<file path="config.mk">
export PLATFORM = sky130hd
export DESIGN_NAME = dm_cache_ctrl
export DESIGN_NICKNAME = d
export VERILOG_FILES = /design/src/rtl/cc_pkg.sv /design/src/rtl/cc_policy.sv /design/src/rtl/cc_tag_store.sv /design/src/rtl/cc_data_store.sv /design/src/rtl/dm_cache_ctrl.sv
export SDC_FILE = /design/constraint.sdc
export NUM_CORES = 1
export LEC_CHECK = 0
export ABC_CLOCK_PERIOD_IN_PS = 3700
export BUFFER_PORTS_ARGS = -buffer_cell sky130_fd_sc_hd__clkbuf_2
export CAP_MARGIN = 10
export CORE_ASPECT_RATIO = 0.5
export CORE_MARGIN = 10
export CORE_UTILIZATION = 50
export CTS_CLUSTER_DIAMETER = 50
export CTS_CLUSTER_SIZE = 24
export DETAILED_ROUTE_END_ITERATION = 6
export PLACE_DENSITY_LB_ADDON = 0.1
export SKIP_LAST_GASP = 1
export SYNTH_ARGS = -nofsm -noshare
export SYNTH_HDL_FRONTEND = slang
export SYNTH_SLANG_ARGS = --single-unit
</file>
<file path="constraint.sdc">
create_clock -name clk -period 3.7 [get_ports clk]
set_input_delay 0.185 -clock clk [delete_from_list [all_inputs] [get_ports clk]]
set_output_delay 0.185 -clock clk [all_outputs]
set_load 0.005 [all_outputs]
</file>
<file path="src/rtl/cc_pkg.sv">
package cc_pkg;

  typedef enum logic [2:0] {
    S_IDLE, S_ACT, S_CAST, S_FILL, S_CRD, S_PASS, S_WRD, S_RESP
  } cc_state_e;

  typedef enum logic [2:0] {
    A_HIT_RD, A_HIT_WB, A_HIT_WT, A_WR_MISS,
    A_FILL, A_CAST_FILL, A_PASS_RD, A_PASS_WR
  } cc_action_e;

endpackage

</file>
<file path="src/rtl/cc_policy.sv">
module cc_policy
  import cc_pkg::*;
(
  input  logic       active,
  input  logic       init,
  input  logic       freeze,
  input  logic       wt,
  input  logic       we,
  input  logic       tag_match,
  input  logic       dirty,
  output cc_action_e action
);

  always_comb begin
    if (!active) begin
      action = we ? A_PASS_WR : A_PASS_RD;
    end else if (we) begin
      if (tag_match) action = wt ? A_HIT_WT : A_HIT_WB;
      else           action = A_WR_MISS;
    end else if (tag_match && !init) begin
      action = A_HIT_RD;
    end else if (freeze && !init) begin
      action = A_PASS_RD;
    end else if (dirty && !init) begin
      action = A_CAST_FILL;
    end else begin
      action = A_FILL;
    end
  end

endmodule

</file>
<file path="src/rtl/cc_tag_store.sv">
module cc_tag_store #(
  parameter int IDX_W = 3,
  parameter int TAG_W = 7,
  localparam int LINES = 1 << IDX_W
) (
  input  logic             clk,
  input  logic [IDX_W-1:0] rd_idx,
  output logic [TAG_W-1:0] rd_tag,
  output logic             rd_dirty,
  input  logic [IDX_W-1:0] wr_idx,
  input  logic             tag_we,
  input  logic [TAG_W-1:0] wr_tag,
  input  logic             dirty_we,
  input  logic             dirty_val
);

  logic [TAG_W-1:0] tag_mem   [LINES];
  logic             dirty_mem [LINES];

  always_ff @(posedge clk) begin
    if (tag_we)   tag_mem[wr_idx]   <= wr_tag;
    if (dirty_we) dirty_mem[wr_idx] <= dirty_val;
  end

  assign rd_tag   = tag_mem[rd_idx];
  assign rd_dirty = dirty_mem[rd_idx];

endmodule

</file>
<file path="src/rtl/cc_data_store.sv">
module cc_data_store #(
  parameter int WORD_W = 16,
  parameter int OFS_W  = 2,
  parameter int IDX_W  = 3,
  localparam int WPL    = 1 << OFS_W,
  localparam int LINES  = 1 << IDX_W,
  localparam int LINE_W = WORD_W * WPL
) (
  input  logic              clk,
  input  logic [IDX_W-1:0]  rd_idx,
  output logic [LINE_W-1:0] rd_line,
  input  logic [IDX_W-1:0]  wr_idx,
  input  logic              we,
  input  logic [WPL-1:0]    wmask,
  input  logic [LINE_W-1:0] wline
);

  for (genvar w = 0; w < WPL; w++) begin : g_lane
    logic [WORD_W-1:0] lane_mem [LINES];

    always_ff @(posedge clk) begin
      if (we && wmask[w]) lane_mem[wr_idx] <= wline[w*WORD_W +: WORD_W];
    end

    assign rd_line[w*WORD_W +: WORD_W] = lane_mem[rd_idx];
  end

endmodule

</file>
<file path="src/rtl/dm_cache_ctrl.sv">
module dm_cache_ctrl
  import cc_pkg::*;
#(
  parameter int ADDR_W = 12,
  parameter int WORD_W = 16,
  parameter int OFS_W  = 2,
  parameter int IDX_W  = 3,
  localparam int WPL    = 1 << OFS_W,
  localparam int TAG_W  = ADDR_W - IDX_W - OFS_W,
  localparam int LA_W   = ADDR_W - OFS_W,
  localparam int LINE_W = WORD_W * WPL
) (
  input  logic              clk,
  input  logic              rst_n,
  input  logic              cfg_enable,
  input  logic              cfg_freeze,
  input  logic              cfg_init,
  input  logic              cfg_wt,
  input  logic              cpu_req,
  input  logic              cpu_we,
  input  logic [ADDR_W-1:0] cpu_addr,
  input  logic [WORD_W-1:0] cpu_wdata,
  output logic              cpu_ready,
  output logic              cpu_done,
  output logic [WORD_W-1:0] cpu_rdata,
  output logic              dram_req,
  output logic              dram_we,
  output logic [LA_W-1:0]   dram_addr,
  output logic [WPL-1:0]    dram_wmask,
  output logic [LINE_W-1:0] dram_wline,
  input  logic              dram_ack,
  input  logic [LINE_W-1:0] dram_rline
);

  // Address arithmetic
  function automatic logic [TAG_W-1:0] f_tag(input logic [ADDR_W-1:0] a);
    return a[ADDR_W-1 -: TAG_W];
  endfunction

  function automatic logic [IDX_W-1:0] f_idx(input logic [ADDR_W-1:0] a);
    return a[OFS_W +: IDX_W];
  endfunction

  function automatic logic [OFS_W-1:0] f_ofs(input logic [ADDR_W-1:0] a);
    return a[OFS_W-1:0];
  endfunction

  function automatic logic [WPL-1:0] f_lane(input logic [OFS_W-1:0] o);
    return WPL'(1) << o;
  endfunction

  function automatic logic [LINE_W-1:0] f_spread(input logic [WORD_W-1:0] w);
    return {WPL{w}};
  endfunction

  function automatic logic [WORD_W-1:0] f_pick(input logic [LINE_W-1:0] l,
                                               input logic [OFS_W-1:0]  o);
    return l[o*WORD_W +: WORD_W];
  endfunction

  cc_state_e         state;
  logic              q_we, q_active, q_init, q_freeze, q_wt;
  logic [ADDR_W-1:0] q_addr;
  logic [WORD_W-1:0] q_wdata;
  logic [WORD_W-1:0] rdata_q;

  logic [IDX_W-1:0]  idx;
  logic [TAG_W-1:0]  rd_tag;
  logic              rd_dirty;
  logic [LINE_W-1:0] rd_line;
  logic              tag_match;
  cc_action_e        action;

  logic              tag_we, dirty_we, dirty_val, data_we;
  logic [WPL-1:0]    data_wmask;
  logic [LINE_W-1:0] data_wline;

  // Named internal events
  logic ev_rd_hit, ev_wb_hit, ev_wt_hit, ev_castout, ev_fill;

  assign idx       = f_idx(q_addr);
  assign tag_match = (rd_tag == f_tag(q_addr));

  cc_policy u_policy (
    .active    (q_active),
    .init      (q_init),
    .freeze    (q_freeze),
    .wt        (q_wt),
    .we        (q_we),
    .tag_match (tag_match),
    .dirty     (rd_dirty),
    .action    (action)
  );

  assign ev_rd_hit  = (state == S_ACT) && (action == A_HIT_RD);
  assign ev_wb_hit  = (state == S_ACT) && (action == A_HIT_WB);
  assign ev_wt_hit  = (state == S_ACT) && (action == A_HIT_WT);
  assign ev_castout = (state == S_CAST) && dram_ack;
  assign ev_fill    = (state == S_FILL) && dram_ack;

  // Array write controls
  assign tag_we     = ev_fill;
  assign dirty_we   = ev_fill || ev_wb_hit;
  assign dirty_val  = ev_wb_hit;
  assign data_we    = ev_fill || ev_wb_hit || ev_wt_hit;
  assign data_wmask = ev_fill ? {WPL{1'b1}} : f_lane(f_ofs(q_addr));
  assign data_wline = ev_fill ? dram_rline : f_spread(q_wdata);

  cc_tag_store #(.IDX_W(IDX_W), .TAG_W(TAG_W)) u_tags (
    .clk       (clk),
    .rd_idx    (idx),
    .rd_tag    (rd_tag),
    .rd_dirty  (rd_dirty),
    .wr_idx    (idx),
    .tag_we    (tag_we),
    .wr_tag    (f_tag(q_addr)),
    .dirty_we  (dirty_we),
    .dirty_val (dirty_val)
  );

  cc_data_store #(.WORD_W(WORD_W), .OFS_W(OFS_W), .IDX_W(IDX_W)) u_data (
    .clk     (clk),
    .rd_idx  (idx),
    .rd_line (rd_line),
    .wr_idx  (idx),
    .we      (data_we),
    .wmask   (data_wmask),
    .wline   (data_wline)
  );

  // Sequencer
  always_ff @(posedge clk) begin
    if (!rst_n) begin
      state    <= S_IDLE;
      q_we     <= 1'b0;
      q_active <= 1'b0;
      q_init   <= 1'b0;
      q_freeze <= 1'b0;
      q_wt     <= 1'b0;
      q_addr   <= '0;
      q_wdata  <= '0;
      rdata_q  <= '0;
    end else begin
      unique case (state)
        S_IDLE: if (cpu_req) begin
          q_we     <= cpu_we;
          q_addr   <= cpu_addr;
          q_wdata  <= cpu_wdata;
          q_active <= cfg_enable || cfg_init;
          q_init   <= cfg_init;
          q_freeze <= cfg_freeze;
          q_wt     <= cfg_wt;
          state    <= S_ACT;
        end
        S_ACT: begin
          unique case (action)
            A_HIT_RD: begin
              rdata_q <= f_pick(rd_line, f_ofs(q_addr));
              state   <= S_RESP;
            end
            A_HIT_WB:                state <= S_RESP;
            A_HIT_WT, A_WR_MISS,
            A_PASS_WR:               state <= S_WRD;
            A_PASS_RD:               state <= S_PASS;
            A_FILL:                  state <= S_FILL;
            A_CAST_FILL:             state <= S_CAST;
            default:                 state <= S_RESP;
          endcase
        end
        S_CAST: if (dram_ack) state <= S_FILL;
        S_FILL: if (dram_ack) state <= S_CRD;
        S_CRD: begin
          rdata_q <= f_pick(rd_line, f_ofs(q_addr));
          state   <= S_RESP;
        end
        S_PASS: if (dram_ack) begin
          rdata_q <= f_pick(dram_rline, f_ofs(q_addr));
          state   <= S_RESP;
        end
        S_WRD:  if (dram_ack) state <= S_RESP;
        S_RESP: state <= S_IDLE;
        default: state <= S_IDLE;
      endcase
    end
  end

  // Port drive
  assign cpu_ready  = (state == S_IDLE);
  assign cpu_done   = (state == S_RESP);
  assign cpu_rdata  = rdata_q;
  assign dram_req   = (state == S_CAST) || (state == S_FILL) ||
                      (state == S_PASS) || (state == S_WRD);
  assign dram_we    = (state == S_CAST) || (state == S_WRD);
  assign dram_addr  = (state == S_CAST) ? {rd_tag, idx} : q_addr[ADDR_W-1:OFS_W];
  assign dram_wmask = (state == S_CAST) ? {WPL{1'b1}} :
                      (state == S_WRD)  ? f_lane(f_ofs(q_addr)) : '0;
  assign dram_wline = (state == S_CAST) ? rd_line : f_spread(q_wdata);


  idle_quiet_chk: assert property (@(posedge clk) disable iff (!rst_n)
    cpu_ready |-> !dram_req);

  done_pulse_chk: assert property (@(posedge clk) disable iff (!rst_n)
    cpu_done |=> !cpu_done);

  rd_hit_init_chk: assert property (@(posedge clk) disable iff (!rst_n)
    ev_rd_hit |-> !q_init);

  castout_init_chk: assert property (@(posedge clk) disable iff (!rst_n)
    (state == S_CAST) |-> !q_init);

  tag_upd_chk: assert property (@(posedge clk) disable iff (!rst_n)
    tag_we |-> (q_init || !q_freeze));

  cast_then_fill_chk: assert property (@(posedge clk) disable iff (!rst_n)
    ev_castout |=> (state == S_FILL) && dram_req && !dram_we);

  fill_then_crd_chk: assert property (@(posedge clk) disable iff (!rst_n)
    ev_fill |=> (state == S_CRD) |=> cpu_done);

  wb_no_dram_chk: assert property (@(posedge clk) disable iff (!rst_n)
    ev_wb_hit |=> cpu_done && !dram_req);

  wr_no_alloc_chk: assert property (@(posedge clk) disable iff (!rst_n)
    (state == S_WRD) |-> !tag_we && dram_we && $onehot0(dram_wmask));

  off_arrays_chk: assert property (@(posedge clk) disable iff (!rst_n)
    (!cpu_ready && !q_active) |-> !(tag_we || data_we || dirty_we));

endmodule

</file>
* After elaboration in Yosys (flattened, before gate mapping) *
Memory sizes are Yosys's and may differ from the RTL's. A register that Yosys moved wholly into a read port is not among the register bits.
Cells that the tools add are included.

word-level totals
  bits in read-only memories = 0
  bits of input ports = 101
  bits in latches = 0
  register bits after elaboration = 52
  memories = 6
  logic and storage cells = 113
  RAM bits = 576

cells by class
  bitwise operators = 0
  multiplexer cells = 47
  magnitude comparators = 0
  reductions and logical operators = 27
  $add $sub $neg = 0
  multipliers = 0
  divide/modulo/power cells = 0
  shift operators = 3
  eq/ne operators = 21

memory list
  name                       words  width  read ports  clocked after memory_dff  wr ports  line                 RTL
  u_data.g_lane[0].lane_mem  8      16     1           1                         1         cc_data_store.sv:19  logic [WORD_W-1:0] lane_mem [LINES];
  u_data.g_lane[1].lane_mem  8      16     1           1                         1         cc_data_store.sv:19
  u_data.g_lane[2].lane_mem  8      16     1           1                         1         cc_data_store.sv:19
  u_data.g_lane[3].lane_mem  8      16     1           1                         1         cc_data_store.sv:19
  u_tags.tag_mem             8      7      1           1                         1         cc_tag_store.sv:17   logic [TAG_W-1:0] tag_mem [LINES];
  u_tags.dirty_mem           8      1      1           1                         1         cc_tag_store.sv:18   logic dirty_mem [LINES];

operators with widths
  operator               count
  $mux W64               2
  $shiftx A64 B7 Y16     2
  $mux W3                21
  $pmux W16 S3           1
  $mux W16               2
  $eq A3 B3 Y1 const B   8
  $pmux W3 S7            1
  $pmux W3 S5            1
  $mux W1                14
  $eq A3 B2 Y1 const B   4
  $mux W4                3
  $logic_and A1 B1 Y1    10
  $mux W10               1
  $ne A2 B2 Y1 const B   4
  $eq A7 B7 Y1           1
  $logic_or A1 B1 Y1     7
  $eq A3 B1 Y1 const B   2
  $logic_not A3 Y1       2
  $ne A2 B1 Y1 const B   2
  $reduce_and A4 Y1      1
  $reduce_or A2 Y1       2
  $shl A1 B2 Y4 const A  1
  $reduce_and A3 Y1      1
  $reduce_bool A3 Y1     1
  4 further kinds        4

* Logic depth before layout (Yosys ltp) *
Gate-level depths: netlist of the first run.

  depth in word-level cells = 14
  depth in mapped cells = 11
  mapped depth without buffers = 7

* Cells and area by module *
A second synthesis of the first run with hierarchy kept.

unflattened totals
  cell total of the unflattened synthesis = 1543
  area, all modules = 26638.0 sq um

modules (own cells, without submodules)
  module         cells each  times used  area each (sq um)  sequential area each (sq um)
  cc_data_store  783         1           19406.1            15374.7
  dm_cache_ctrl  635         1           4590.7             1041.0
  cc_tag_store   116         1           2573.7             1921.8
  cc_policy      9           1           67.6               0.0

* Worst setup path after synthesis of the first run *
No wires, ideal clock.

  path type = register to register
  from = reg with a tool-made name
  to = mem u_data.g_lane[3].lane_mem[3][0] (enable)
  setup time = 0.388 ns
  cell stages (with the launch flop) = 9
  setup slack = 0.400 ns
  clock period less this slack = 3.300 ns
  data arrival time = 2.911 ns
  buffers on the path = 1
  cells stage by stage = dfxtp_1 -> buf_6 -> mux4_2 -> mux2i_4 -> xor2_2 -> o2111ai_2 -> nor4b_4 -> a31oi_1 -> nor2_1

RTL lines
  element    line
  to (decl)  cc_data_store.sv:19

==> results of run 1 <==
per-layer routing:
metal	vias to the layer above	GRT usage (%)	share of wire [%]
li1	7530	-	-
met5	-	0	0.015
met2	748	34.90	43
met1	8340	34.16	44
met4	2	11.78	5.5
met3	180	3.717	7.1
where the power goes:
group	switching, mW	internal [mW]
logic	1.97	0.906
registers	0.156	8.06
clock network	2.51	2.23
total	4.64	11.2
cell type report:
type | instances | area, um^2
tap | 701 | 877.1
clock buffer | 44 | 1057
multi-input combinational | 1073 | 7575
antenna | 2 | 5.005
fill | 4158 | 21990
sequential | 631 | 18400
inverter | 8 | 30.03
timing repair buffer | 311 | 2003
clock inverter | 23 | 251.5
what timing repair did:
action,in CTS,in global routing
resized for setup,0,4
endpoints found under the setup margin,0,58
hold buffers,34,0
hold endpoints to repair,37,0
kinds of logic after synthesis:
group	share of synthesized area, %
mux	12.52
simple gates	5.692
flops	69.35
compound gates	10.01
xor+xnor	0.1934
buf+inv	2.245
synthesized netlist by cell type (5+ instances only):
| cell | count |
|---|---|
| buf_2 | 23 |
| a21oi_1 | 73 |
| inv_1 | 8 |
| buf_1 | 16 |
| o221ai_1 | 64 |
| dfxtp_1 | 55 |
| buf_4 | 5 |
| nand2_1 | 261 |
| o21ai_0 | 140 |
| mux2i_1 | 154 |
| clkbuf_1 | 85 |
| a21boi_0 | 33 |
| a22oi_1 | 64 |
| mux4_2 | 12 |
| mux2_2 | 132 |
| o311ai_0 | 16 |
| or3_1 | 19 |
| edfxtp_1 | 576 |
| nor2_1 | 54 |
worst max-delay path by stage:
stage                                             endpoint  depth (start not counted)  slack, ps  startpoint
after floorplan            u_data.g_lane[3].lane_mem[3][0]                          8        400   flip-flop
after global placement    u_data.g_lane[0].lane_mem[3][12]                         10        350   flip-flop
after detailed placement  u_data.g_lane[0].lane_mem[7][12]                         10        270   flip-flop
after CTS                                   dram_wline[16]                          7         10   flip-flop
after global routing                        dram_wline[59]                          7          3   flip-flop
final                                       dram_wline[32]                          7         50   flip-flop
per-stage QoR:
stage | std cells | power, mW | cell area [um^2] | hold slack (ps)
global placement | 2690 | 11.14 | 28540 | 417.8
detailed placement | 2690 | 11.18 | 28540 | 425.8
CTS | 2791 | 15.88 | 30190 | 38.42
floorplan | 1844 | 9.852 | 26530 | 329.9
finish | 2793 | 15.83 | 30200 | 46.45
global route | 2791 | 16.33 | 30200 | 72.38
state kept, by name, indices dropped and copies added, names as in the netlist, named ones only:
| signal | flops |
|---|---|
| cpu_rdata | 16 |
| q_active | 1 |
| q_addr | 12 |
| q_freeze | 1 |
| q_init | 1 |
| q_wdata | 16 |
| q_we | 1 |
| q_wt | 1 |
| state | 3 |
| u_data.g_lane.lane_mem | 512 |
| u_tags.dirty_mem | 8 |
| u_tags.tag_mem | 56 |
critical path, stage by stage, from the launching register on:
cell and delay, ps:
dfxtp_4 530, buf_12 380, buf_12 410, mux2i_1 140
a22oi_1 390, o221ai_1 260, o21ai_0 410, clkbuf_2 200
==> results.cfg, run 1 <==
[sta]
rsz0062_at_grt = false
hold_viol_final = 0
setup_viol = 0
drv_slew = 0
relSlewSlack_pct = 27.90
period_needed_ps = 3653
worst_pin_slew_ps = 1078
setup_tns_ps = 0
final.period_utilization_pct = 98.72
fmax_mhz = 273.8
timing.final.ws_setup_ps = 47.22
clock_skew_ps = 14.31

[floorplanning]
die_y_um = 182.9
rows = 59
die_area_um2 = 63230
core_um2 = 52190
pin_count = 199
die_x_um = 345.8
initial_utilization_pct = 50.83

[layout]
areaGrowthSynthToFinish_pct = 13.84
fin_util_pct = 57.87
drive_above_1_share_pct = 24.21
fin_nets = 2165
layout_commonest_cell = edfxtp_1
layout_common_cells = edfxtp_1 (576), nand2_1 (260), clkbuf_2 (198), mux2i_1 (154), o21ai_0 (138)

[clock_tree]
htreeDepth = 2
clk_path_buf_depth = 3
clock_latency_ps = 570
cts_buffers = 39
clkSlewWorstSetupHoldPaths_ps = 90
root_buffer = clkbuf_16
cts_tree = built
cts_setup_buffers = 0
cts.sinks = 631

[global_route]
grt_antenna_before_repair = 2
grt_pass1_vias = 16060
grt_max_degree = 87
grt_usage_pct = 23.75
overflow = 0
grt_pass1_wl_um = 111200

[setup_path]
reg2reg_slack_ps = 200
cp_max_fo = 67
crit_type = flip-flop to output pin
cp-start-kind = flip-flop
crit_arrival_ps = 3470
rr_worst_depth = 10
critPathCaptureType = output pin
r2r_end = u_data.g_lane[0].lane_mem[7][1]
cp.required_ps = 3510

[placement]
place_congestion = 0.9614
dp_hpwl_um = 54850
portBuffers = 198
place_ws_ps = 265.4

[synth]
synthFlopType = edfxtp_1
async_flop_share_pct = 0
ys_seq_elements = 631
yosysWarnings = 0
synth_edf_count = 576
ys_seq_area_share_pct = 69.35
synth.distinct_cells = 50
synth_top_cell_by_area = edfxtp_1
syn_inst = 1844
synth_fp_nets = 1945
yosys.area.top_type_share_pct = 65.20
synth_area_um2 = 26530
syn_avg_cell_area_um2 = 14.39
netlist_top_cells_area = edfxtp_1 (65%), mux2i_1 (5.8%), mux2_2 (5.6%)

[worst_hold_path]
min_to = state[0]
hp-start = cpu_req
hp-class = input port to flip-flop
hold_depth = 3

[detailed_routing]
vias = 16800
ant_nets = 0
drcViolationCount = 0
drt_wl_total_um = 78670
routed_via_density = 6.015
detail_route.iter0.violations = 1921
wl_per_cell_um = 28.17
dr.pass1.iters = 6

[pwr]
vdd_ir_drop_max_v = 0.0002923
p_leak_nw = 10.44
pwr_density_cell_nw_per_um2 = 524.3

[outcome]
status = finished, final reports clean

[run]
cap_violations = 0
(Power assumes the default switching activity.)
==> run 2, diff against run 1 <==
--- a/config.mk
+++ b/config.mk
@@ -18,4 +18,5 @@
 export SKIP_LAST_GASP = 1
 export SYNTH_ARGS = -nofsm -noshare
 export SYNTH_HDL_FRONTEND = slang
+export SYNTH_HIERARCHICAL = 1
 export SYNTH_SLANG_ARGS = --single-unit
==> results.cfg, run 2 <==
[sta]
setup_tns_ps = -19750
timing.final.ws_setup_ps = -93.20
hold_viol_final = 0
setup_viol = 404
relSlewSlack_pct = 20.99
rsz0062_at_grt = true
final.period_utilization_pct = 102.5
holdWs_ps = 59.33
worst_pin_slew_ps = 1183
fmax_mhz = 263.6
period_needed_ps = 3793
drv_slew = 0
clock_skew_ps = 23.26

[detailed_routing]
vias = 15900
detail_route.iter0.violations = 2296
drt_wl_total_um = 80510
drcViolationCount = 0
wl_per_cell_um = 31.35
ant_nets = 0
routed_via_density = 6.190
dr.pass1.iters = 5

[clock_tree]
cts_tree = built
clk_path_buf_depth = 3
clock_latency_ps = 580
htreeDepth = 2
root_buffer = clkbuf_16
cts_buffers = 38
cts.sinks = 628
clkSlewWorstSetupHoldPaths_ps = 90

[pwr]
vdd_ir_drop_max_v = 0.0003141
p_leak_nw = 11.29
pwr_density_cell_nw_per_um2 = 517.9
total_power_mw = 16.31

[floorplanning]
rows = 59
pin_count = 199
die_area_um2 = 63470
initial_utilization_pct = 50.90
die_x_um = 346.4
core_um2 = 52340
die_y_um = 183.2

[layout]
layout_commonest_cell = edfxtp_1
fin_util_pct = 60.19
largest_register_ffs = 512
regMostFlops = u_data/g_lane.lane_mem
n_fill_cell = 3830
multiInputGateArea_um2 = 8088
area.sequential_um2 = 18350
final_area_um2 = 31500
drive_above_1_share_pct = 36.80
reg_top3 = u_data/g_lane.lane_mem (512), u_tags/tag_mem (56)
finalNonFillerCells = 2568
layout_common_cells = edfxtp_1 (576), nand2_1 (235), clkbuf_2 (198), mux4_2 (148), mux2_2 (95)
fin_nets = 1943
areaGrowthSynthToFinish_pct = 18.25
diodes = 0

[global_route]
overflow = 0
grt_max_degree = 124
grt_pass1_wl_um = 113600
grt_usage_pct = 24.65
grt_pass1_vias = 15730
grt_antenna_before_repair = 0

[synth]
synth_fp_nets = 1644
async_flop_share_pct = 0
syn_avg_cell_area_um2 = 17.26
yosysMostFrequentCell = edfxtp_1
synth.distinct_cells = 57
synth_edf_count = 576
synthTopCellsByCount = edfxtp_1 (576), nand2_1 (239), mux4_2 (138), mux2_2 (101), a21o_1 (66)
ys_seq_elements = 628
netlist_top_cells_area = edfxtp_1 (65%), mux4_2 (12%), mux2_2 (4.3%)
synthFlopType = edfxtp_1
synth_area_um2 = 26640
synth_top_cell_by_area = edfxtp_1
yosysWarnings = 6
ys_seq_area_share_pct = 68.84
syn_inst = 1543
yosys.area.top_type_share_pct = 64.93

[placement]
place_congestion = 0.9966
place_ws_ps = -174.8
portBuffers = 198
dp_hpwl_um = 55790
placed_area_um2 = 29470
dp_cells = 2449

[outcome]
status = finished with violations
violations = setup timing

[run]
cap_violations = 0

[setup_path]
cp_max_fo = 8
critPathCaptureType = flip-flop
crit_type = flip-flop to flip-flop
crit_arrival_ps = 4090
cp-start-kind = flip-flop
cp.required_ps = 4000

[worst_hold_path]
hp-class = input port to flip-flop
## run 2: cell types whose count changed after synthesis, moves of 22 or more
| cell | change |
|---|---|
| a21o_1 | +66 |
| a21oi_1 | -67 |
| a22oi_1 | -49 |
| clkbuf_1 | -61 |
| mux2_2 | -31 |
| mux2i_1 | -137 |
| mux4_2 | +126 |
| nand2_1 | -22 |
| o21ai_0 | -126 |
| o221ai_1 | -64 |
## run 2: layer usage
layer,vias to the layer above,wire length (um),GRT usage (%)
li1,6623,-,-
met1,8282,34180,35.37
met2,858,36300,37.64
met3,134,7072,4.663
met4,0,2951,8.590
met5,-,0,0
## run 2: power by group
group / switching, mW / total (mW) / internal [mW]
sequential: 0.138 / 8.17 / 8.04
clock: 2.48 / 4.68 / 2.20
combinational: 2.10 / 3.46 / 1.36
total: 4.72 / 16.3 / 11.6
## run 2: logic make-up after synthesis
kind of cell | count (synthesis) | synth area share, %
buffers and inverters | 99 | 2.231
XOR/XNOR | 7 | 0.2302
flip-flops | 628 | 68.84
AND/OR/NAND/NOR | 359 | 5.745
AO/OA/AOI/OAI | 179 | 4.899
multiplexers | 271 | 18.06
## run 2: final cells by class
cell class                 count  share of cell area, %
sequential                   628                  58.25
multi-input combinational    816                  25.68
inverter                       6                0.07150
clock buffer                  46                  3.317
timing repair buffer         352                  9.191
tap                          701                  2.784
clock inverter                19                 0.7110
## run 2: worst max-delay path: stages (launching register included)
cell,delay [ps]
dfxtp_4,400
buf_8,150
buf_6,100
mux4_2,500
mux2_4,300
xor2_2,160
nor4_4,380
or3b_4,210
o2111ai_4,140
nor2b_2,170
o21ai_2,80
a21oi_4,150
buf_12,150
nand2_8,90
buf_12,150
nor2_4,180
clkbuf_16,190
## run 2: path summary, 6_finish.rpt
kind | slack, ps | endpoint | startpoint | cells past startpoint
max | -90 | u_data/g_lane[0].lane_mem[6][3] | q_addr[2] | 16
min | 60 | cpu_rdata[5] | dram_rline[37] | 4
max reg2reg | -90 | u_data/g_lane[0].lane_mem[6][3] | q_addr[2] | 16
min reg2reg | 480 | q_wdata[5] | q_wdata[5] | 2
## run 2: timing repair
item	CTS	global route
setup endpoints to repair	529	555
cloned	1	5
hold buffers	35	0
setup buffers	10	4
hold endpoints to repair	35	0
pin swaps	4	2
gates resized for setup	16	16
